===== src/rtl/esc_pkg.sv =====
package esc_pkg;
  typedef enum logic [2:0] {
    CS_IDLE,
    CS_SEEK_LOW,
    CS_SEEK_MARK,
    CS_RECORD,
    CS_FINISHED
  } cap_state_t;

  // polarity the recorder is currently waiting for
  typedef enum logic {
    POL_RISE = 1'b0,
    POL_FALL = 1'b1
  } pol_t;

  function automatic pol_t pol_flip(input pol_t p);
    return (p == POL_RISE) ? POL_FALL : POL_RISE;
  endfunction
endpackage


===== src/rtl/esc_sync_edge.sv =====
module esc_sync_edge #(
  parameter int STAGES = 2
) (
  input  logic clk,
  input  logic rst,
  input  logic line_i,
  output logic level_o,
  output logic rise_o,
  output logic fall_o
);
  logic [STAGES-1:0] stage_q;
  logic              prev_q;
  logic              rise_q, fall_q;

  generate
    for (genvar g = 0; g < STAGES; g++) begin : g_stage
      if (g == 0) begin : g_first
        always_ff @(posedge clk) begin
          if (rst) stage_q[0] <= 1'b0;
          else     stage_q[0] <= line_i;
        end
      end else begin : g_next
        always_ff @(posedge clk) begin
          if (rst) stage_q[g] <= 1'b0;
          else     stage_q[g] <= stage_q[g-1];
        end
      end
    end
  endgenerate

  // compare successive synchronised samples
  always_ff @(posedge clk) begin
    if (rst) begin
      prev_q <= 1'b0;
      rise_q <= 1'b0;
      fall_q <= 1'b0;
    end else begin
      prev_q <= stage_q[STAGES-1];
      rise_q <= stage_q[STAGES-1] & ~prev_q;
      fall_q <= ~stage_q[STAGES-1] & prev_q;
    end
  end

  assign level_o = stage_q[STAGES-1];
  assign rise_o  = rise_q;
  assign fall_o  = fall_q;

  // one sample pair cannot be both a rise and a fall
  p_single_kind_r2: assert property (@(posedge clk) disable iff (rst)
    !(rise_o && fall_o));
endmodule


===== src/rtl/esc_stamp_ram.sv =====
module esc_stamp_ram #(
  parameter int DW    = 8,
  parameter int DEPTH = 128,
  localparam int AW   = $clog2(DEPTH)
) (
  input  logic          clk,
  input  logic          we_i,
  input  logic [AW-1:0] waddr_i,
  input  logic [DW-1:0] wdata_i,
  input  logic [AW-1:0] raddr_i,
  output logic [DW-1:0] rdata_o
);
  logic [DW-1:0] mem [DEPTH];
  logic [DW-1:0] rdata_q;

  // simple dual port, registered read: maps onto a block RAM
  always_ff @(posedge clk) begin
    if (we_i) mem[waddr_i] <= wdata_i;
    rdata_q <= mem[raddr_i];
  end

  assign rdata_o = rdata_q;
endmodule


===== src/rtl/esc_ctrl.sv =====
module esc_ctrl
  import esc_pkg::*;
#(
  parameter int STAMP_W = 8,
  parameter int DEPTH   = 128,
  parameter int TO_W    = 16,
  localparam int AW     = $clog2(DEPTH),
  localparam int CW     = $clog2(DEPTH + 1)
) (
  input  logic               clk,
  input  logic               rst,
  input  logic               arm_i,
  input  logic               level_i,
  input  logic               rise_i,
  input  logic               fall_i,
  input  logic [TO_W-1:0]    timeout_i,
  output logic               we_o,
  output logic [AW-1:0]      waddr_o,
  output logic [STAMP_W-1:0] wdata_o,
  output logic               done_o,
  output logic [CW-1:0]      cnt_o
);
  localparam logic [CW-1:0] FULL = CW'(DEPTH);

  cap_state_t         state_q;
  pol_t               want_q;
  logic [STAMP_W-1:0] stamp_q;
  logic [CW-1:0]      cnt_q;
  logic [TO_W-1:0]    idle_q;
  logic               done_q;
  logic               hit;
  logic [TO_W:0]      idle_next;

  // free-running time base, no prescaler
  always_ff @(posedge clk) begin
    if (rst) stamp_q <= '0;
    else     stamp_q <= stamp_q + 1'b1;
  end

  always_comb begin
    hit = 1'b0;
    unique case (state_q)
      CS_SEEK_MARK: hit = rise_i;
      CS_RECORD:    hit = (want_q == POL_FALL) ? fall_i : rise_i;
      default:      hit = 1'b0;
    endcase
  end

  assign idle_next = {1'b0, idle_q} + 1'b1;
  assign we_o      = hit & ~arm_i;
  assign waddr_o   = cnt_q[AW-1:0];
  assign wdata_o   = stamp_q;

  always_ff @(posedge clk) begin
    if (rst) begin
      state_q <= CS_IDLE;
      want_q  <= POL_RISE;
      cnt_q   <= '0;
      idle_q  <= '0;
      done_q  <= 1'b0;
    end else if (arm_i) begin
      state_q <= CS_SEEK_LOW;
      want_q  <= POL_RISE;
      cnt_q   <= '0;
      idle_q  <= '0;
      done_q  <= 1'b0;
    end else begin
      unique case (state_q)
        CS_IDLE: ;
        CS_SEEK_LOW: begin
          if (!level_i) state_q <= CS_SEEK_MARK;
        end
        CS_SEEK_MARK: begin
          if (hit) begin
            state_q <= CS_RECORD;
            want_q  <= POL_FALL;
            cnt_q   <= cnt_q + 1'b1;
            idle_q  <= '0;
          end
        end
        CS_RECORD: begin
          if (hit) begin
            cnt_q  <= cnt_q + 1'b1;
            want_q <= pol_flip(want_q);
            idle_q <= '0;
            if (cnt_q + 1'b1 == FULL) begin
              state_q <= CS_FINISHED;
              done_q  <= 1'b1;
            end
          end else begin
            idle_q <= idle_next[TO_W-1:0];
            if (idle_next >= {1'b0, timeout_i}) begin
              state_q <= CS_FINISHED;
              done_q  <= 1'b1;
            end
          end
        end
        CS_FINISHED: ;
        default: state_q <= CS_IDLE;
      endcase
    end
  end

  assign done_o = done_q;
  assign cnt_o  = cnt_q;

  // count never exceeds the buffer size
  p_count_bound_r6: assert property (@(posedge clk) disable iff (rst)
    cnt_q <= FULL);
  // a full buffer means capture has finished
  p_full_is_done_r6: assert property (@(posedge clk) disable iff (rst)
    (cnt_q == FULL) |-> done_q);
  // finished results stay frozen until re-armed
  p_done_frozen_r8: assert property (@(posedge clk) disable iff (rst)
    (done_q && !arm_i) |=> (done_q && $stable(cnt_q)));
  // each buffer write advances the count by one
  p_write_advances_r3: assert property (@(posedge clk) disable iff (rst)
    we_o |=> (cnt_q == $past(cnt_q) + 1'b1));
  // no buffer write after capture has finished
  p_no_write_done_r8: assert property (@(posedge clk) disable iff (rst)
    done_q |-> !we_o);
endmodule


===== src/rtl/edge_stamp_capture.sv =====
module edge_stamp_capture #(
  parameter int PAIRS   = 64,
  parameter int STAMP_W = 8,
  parameter int TO_W    = 16,
  parameter int SYNC    = 2,
  localparam int DEPTH  = 2 * PAIRS,
  localparam int AW     = $clog2(DEPTH),
  localparam int CW     = $clog2(DEPTH + 1)
) (
  input  logic               clk,
  input  logic               rst,
  input  logic               arm_i,
  input  logic               line_i,
  input  logic [TO_W-1:0]    timeout_i,
  output logic               done_o,
  output logic [CW-1:0]      edge_cnt_o,
  input  logic [AW-1:0]      rd_addr_i,
  output logic [STAMP_W-1:0] rd_data_o
);
  logic               level, rise, fall;
  logic               we;
  logic [AW-1:0]      waddr;
  logic [STAMP_W-1:0] wdata;

  esc_sync_edge #(.STAGES(SYNC)) u_sync (
    .clk(clk), .rst(rst), .line_i(line_i),
    .level_o(level), .rise_o(rise), .fall_o(fall)
  );

  esc_ctrl #(.STAMP_W(STAMP_W), .DEPTH(DEPTH), .TO_W(TO_W)) u_ctrl (
    .clk(clk), .rst(rst), .arm_i(arm_i),
    .level_i(level), .rise_i(rise), .fall_i(fall),
    .timeout_i(timeout_i),
    .we_o(we), .waddr_o(waddr), .wdata_o(wdata),
    .done_o(done_o), .cnt_o(edge_cnt_o)
  );

  esc_stamp_ram #(.DW(STAMP_W), .DEPTH(DEPTH)) u_ram (
    .clk(clk), .we_i(we), .waddr_i(waddr), .wdata_i(wdata),
    .raddr_i(rd_addr_i), .rdata_o(rd_data_o)
  );
endmodule


===== config.mk =====
export PLATFORM = sky130hd
export DESIGN_NAME = edge_stamp_capture
export DESIGN_NICKNAME = d
export VERILOG_FILES = /design/src/rtl/esc_pkg.sv /design/src/rtl/esc_sync_edge.sv /design/src/rtl/esc_stamp_ram.sv /design/src/rtl/esc_ctrl.sv /design/src/rtl/edge_stamp_capture.sv
export SDC_FILE = /design/constraint.sdc
export NUM_CORES = 1
export LEC_CHECK = 0
export BUFFER_PORTS_ARGS = -buffer_cell sky130_fd_sc_hd__buf_2
export CORE_MARGIN = 4
export CORE_UTILIZATION = 65
export DETAILED_ROUTE_END_ITERATION = 12
export MAX_ROUTING_LAYER = met4
export PLACE_DENSITY = 0.85
export SLEW_MARGIN = 20
export SYNTH_ARGS = -nofsm -noshare
export SYNTH_HDL_FRONTEND = slang
export SYNTH_SLANG_ARGS = --single-unit

===== constraint.sdc =====
create_clock -name clk -period 8.4 [get_ports clk]
set_input_delay 1.68 -clock clk [delete_from_list [all_inputs] [get_ports clk]]
set_output_delay 1.68 -clock clk [all_outputs]
set_load 0.05 [all_outputs]

==> summary.txt <==
Worst setup path
  – Setup crit start kind: primary input
  – Crit-path cells: buf_8 > buf_4 > buf_4 > mux4_2 > a211oi_1 > nand2_1 > nand2_1 > nor4_2
  – Critical Path Slowest Stage Cell: buf_4
  – Top cell family by delay on the critical path: buffers and inverters
  – Bufs and invs on worst path: 3
  – Crit path DAT: 5.21 ns
  – Worst path max stage delay: 0.84 ns
  – Critical Path RT: 8.91 ns
  – Critical path endpoint category: flip-flop
  – Critical path type: primary input to flip-flop
  – Crit path max fanout: 63

Place
  – DP Worst Slack: 2.982 ns
  – Routability cong.: 0.8407
  – Dpl hpwl: 54.79 mm
  – Buffers on Ports: 43

Run status
  – Status: complete, no violations

Clock tree
  – Clk sinks: 1074
  – Clk_lat worst skew: 0.66 ns
  – CTS tree: yes
  – Largest buffer count on any clock path: 3
  – Cts hold-fix bufs: 0
  – Clk slew on worst S/H paths: 0.06 ns
  – CTS root buffer: clkbuf_16
  – H-tree depth: 3
  – CTS resizes: 0
  – TritonCTS Buffers: 98
  – Post-CTS Repair Setup Buffers: 0

Logic synthesis
  – Cell Area, Synth: 42030 sq um
  – Distinct cell type count of the synthesized netlist: 51
  – Post-Syn Nets: 2278
  – Async SR Flop Fraction: 0
  – Post-synth top area cell: edfxtp_1
  – Gate count after technology mapping: 2232
  – Flip-flop and latch count after synthesis: 1074
  – Post-synth top flop: edfxtp_1
  – Synth top area share: 0.7315
  – Total number of yosys warnings: 0
  – Mapped Avg Cell Area: 18.83 sq um
  – EDFF count, synth: 1024
  – Synth area leaders: edfxtp_1 73%, mux4_2 10%, mux2i_1 3.1%, dfxtp_1 2.4%, nor2_1 1.6%
  – Seq/Total Area, Yosys: 0.7554

Global route
  – Total grt overflow: 0
  – GRT Overall Usage: 0.2931
  – Initial antenna violation count: 1
  – First-pass GRT wire length: 147.2 mm
  – Largest net degree at the start of global routing: 130
  – Vias in the first global route: 22736

Min path
  – Hold/Removal Path Class: flip-flop to flip-flop

Floorplanning
  – Core Box Area: 63540 sq um
  – Initial Util: 0.6615
  – Die area: 68800 sq um
  – Chip Height: 262.3 microns
  – Row count: 92
  – DIE WIDTH: 262.3 microns
  – IO Count: 44

Power
  – Leakage power total: 0.01491 uW
  – Cell Pwr Density: 227.4 nW/um^2
  – VDD IR max: 0.1802 mV

STA
  – Slew margin rel.: 0.2455
  – Final Skew: 0.03273 ns
  – Worst-margin pin slew: 1.132 ns
  – Final min period: 4.704 ns
  – RSZ-0062 raised after global routing: no
  – Slew Viols, Final: 0
  – Final total negative setup slack: 0 ns
  – Max Fclk: 212.6 MHz
  – Final hold violations: 0
  – Setup-failing EPs final: 0
  – Final cycle utilization of the critical path: 0.5600
  – Worst setup margin: 3.696 ns

Detailed routing
  – Drt total wl: 97.99 mm
  – DR WL/cell: 30.60 microns
  – Post-route DRC: 0
  – Initial drt markers: 3427
  – Avg Vias per Cell: 7.009
  – Via count: 22444
  – First-pass DRT Iterations: 6
  – Post-DRT Antenna Nets: 0

Cells and area
  – Area Overhead vs Synth: 9.382%
  – Ratio of cells with drive above 1 in the final layout: 0.1791
  – Final Net Count: 2325
  – Area of the multi-input gates: 9635 sq um
  – Layout fillers: 3435
  – Flip-flop and latch area: 31780 sq um
  – N_diodes: 0

Job
  – Max Cap Viol: 0
==> metrics by stage <==
step	hold slack, ns	utilization	total power [uW]	instances	instance area [sq um]
after global placement	0.3919	0.6766	6352	3025	42990
after global routing	0.4490	0.7236	10740	3202	45980
after detailed placement	0.3951	0.6766	6366	3025	42990
final	0.4015	0.7236	10460	3202	45980
after CTS	0.4024	0.7234	10450	3202	45970
after floorplan	0.3835	-	6247	2232	42030
==> worst paths after layout <==
check / startpoint / end / slack (ns) / cells past startpoint
max: rd_addr_i[0] / u_ram.rdata_o[0]$_DFF_P_ / 3.70 / 8
min: u_sync.prev_q$_SDFF_PP0_ / u_sync.rise_o$_SDFF_PP0_ / 0.40 / 1
max reg2reg: u_ctrl.state_q[1]$_SDFFE_PP0P_ / u_ram.mem[14][5]$_DFFE_PP_ / 4.72 / 5
min reg2reg: u_sync.prev_q$_SDFF_PP0_ / u_sync.rise_o$_SDFF_PP0_ / 0.40 / 1
==> logic make-up (layout without fill, tap and decap cells) <==
logic type / Yosys count / in the layout / share of synthesized area
adders and majority gates: 19 / 19 / 0.005656
buffers and inverters: 141 / 265 / 0.01616
DFF: 1074 / 1074 / 0.7554
and+or+nand+nor: 405 / 405 / 0.04364
AOI/OAI and AO/OA: 246 / 246 / 0.04018
xor gates and xnor gates: 26 / 26 / 0.005418
muxes: 321 / 321 / 0.1336
==> layout make-up <==
class                   count  share of cell area
flip-flops and latches   1074              0.6912
multi-input cells        1017              0.2096
clock buffers             125             0.05668
well taps                 846             0.02302
repair buffers             68            0.009906
clock inverters            52            0.007973
inverters                  20            0.001633
==> report_power, final <==
group | leakage [uW] | internal (uW) | switching [uW]
Combinational | 0.00362 | 147 | 261
Sequential | 0.00985 | 5830 | 23.5
Clock | 0.00144 | 2290 | 1910
==> Yosys cell counts, types with 2 or more instances <==
library cell     n
nor2_1         177
mux4_2         192
o22ai_1         56
dfxtp_1         50
mux2i_1        129
a21oi_1         22
buf_2           39
edfxtp_1      1024
nor3_1          15
xor2_1          12
or3b_2           2
a21o_1           3
o21a_1           3
clkbuf_1        54
and3_1           7
a211o_1          2
o211ai_1         3
and2_1           2
nand3_1         30
buf_6            4
a31oi_1          2
ha_1            19
inv_1           20
and4_1           3
nand2_1        118
buf_1            5
nor3_2           2
nand4_1         11
buf_4           19
a22oi_1         72
nor2b_1         12
nor4_2           8
xnor2_1         14
or3_1            3
a211oi_1        57
o21ai_0         17
nand3b_1        10
==> per-layer routing <==
metal / up-vias / share of wire / routed length [microns] / track usage
met5: - / 0 / 0 / -
met4: 0 / 0.052 / 5087 / 0.1335
met3: 339 / 0.12 / 11480 / 0.07125
met2: 1704 / 0.49 / 47710 / 0.4477
met1: 11261 / 0.34 / 33710 / 0.3821
li1: 9140 / - / - / -
==> flip-flops by register name, indices dropped and copies added, names as in the netlist, 3 cells and up <==
register,count
u_ctrl.state_q,3
u_ctrl.cnt_o,8
u_ram.mem,1024
u_ctrl.wdata_o,8
u_ctrl.idle_q,16
u_ram.rdata_o,8
==> cells in the final DEF, fill, tap and decap left out, drive strengths merged, types with 56 or more instances in the layout <==
cell and instances:
mux4 192, o22ai 56, nor2 177, a22oi 72
nand2 118, mux2i 129, a211oi 57, edfxtp 1024
buf 68, clkbuf 125
Note: power is estimated with default switching activity, not from simulation.
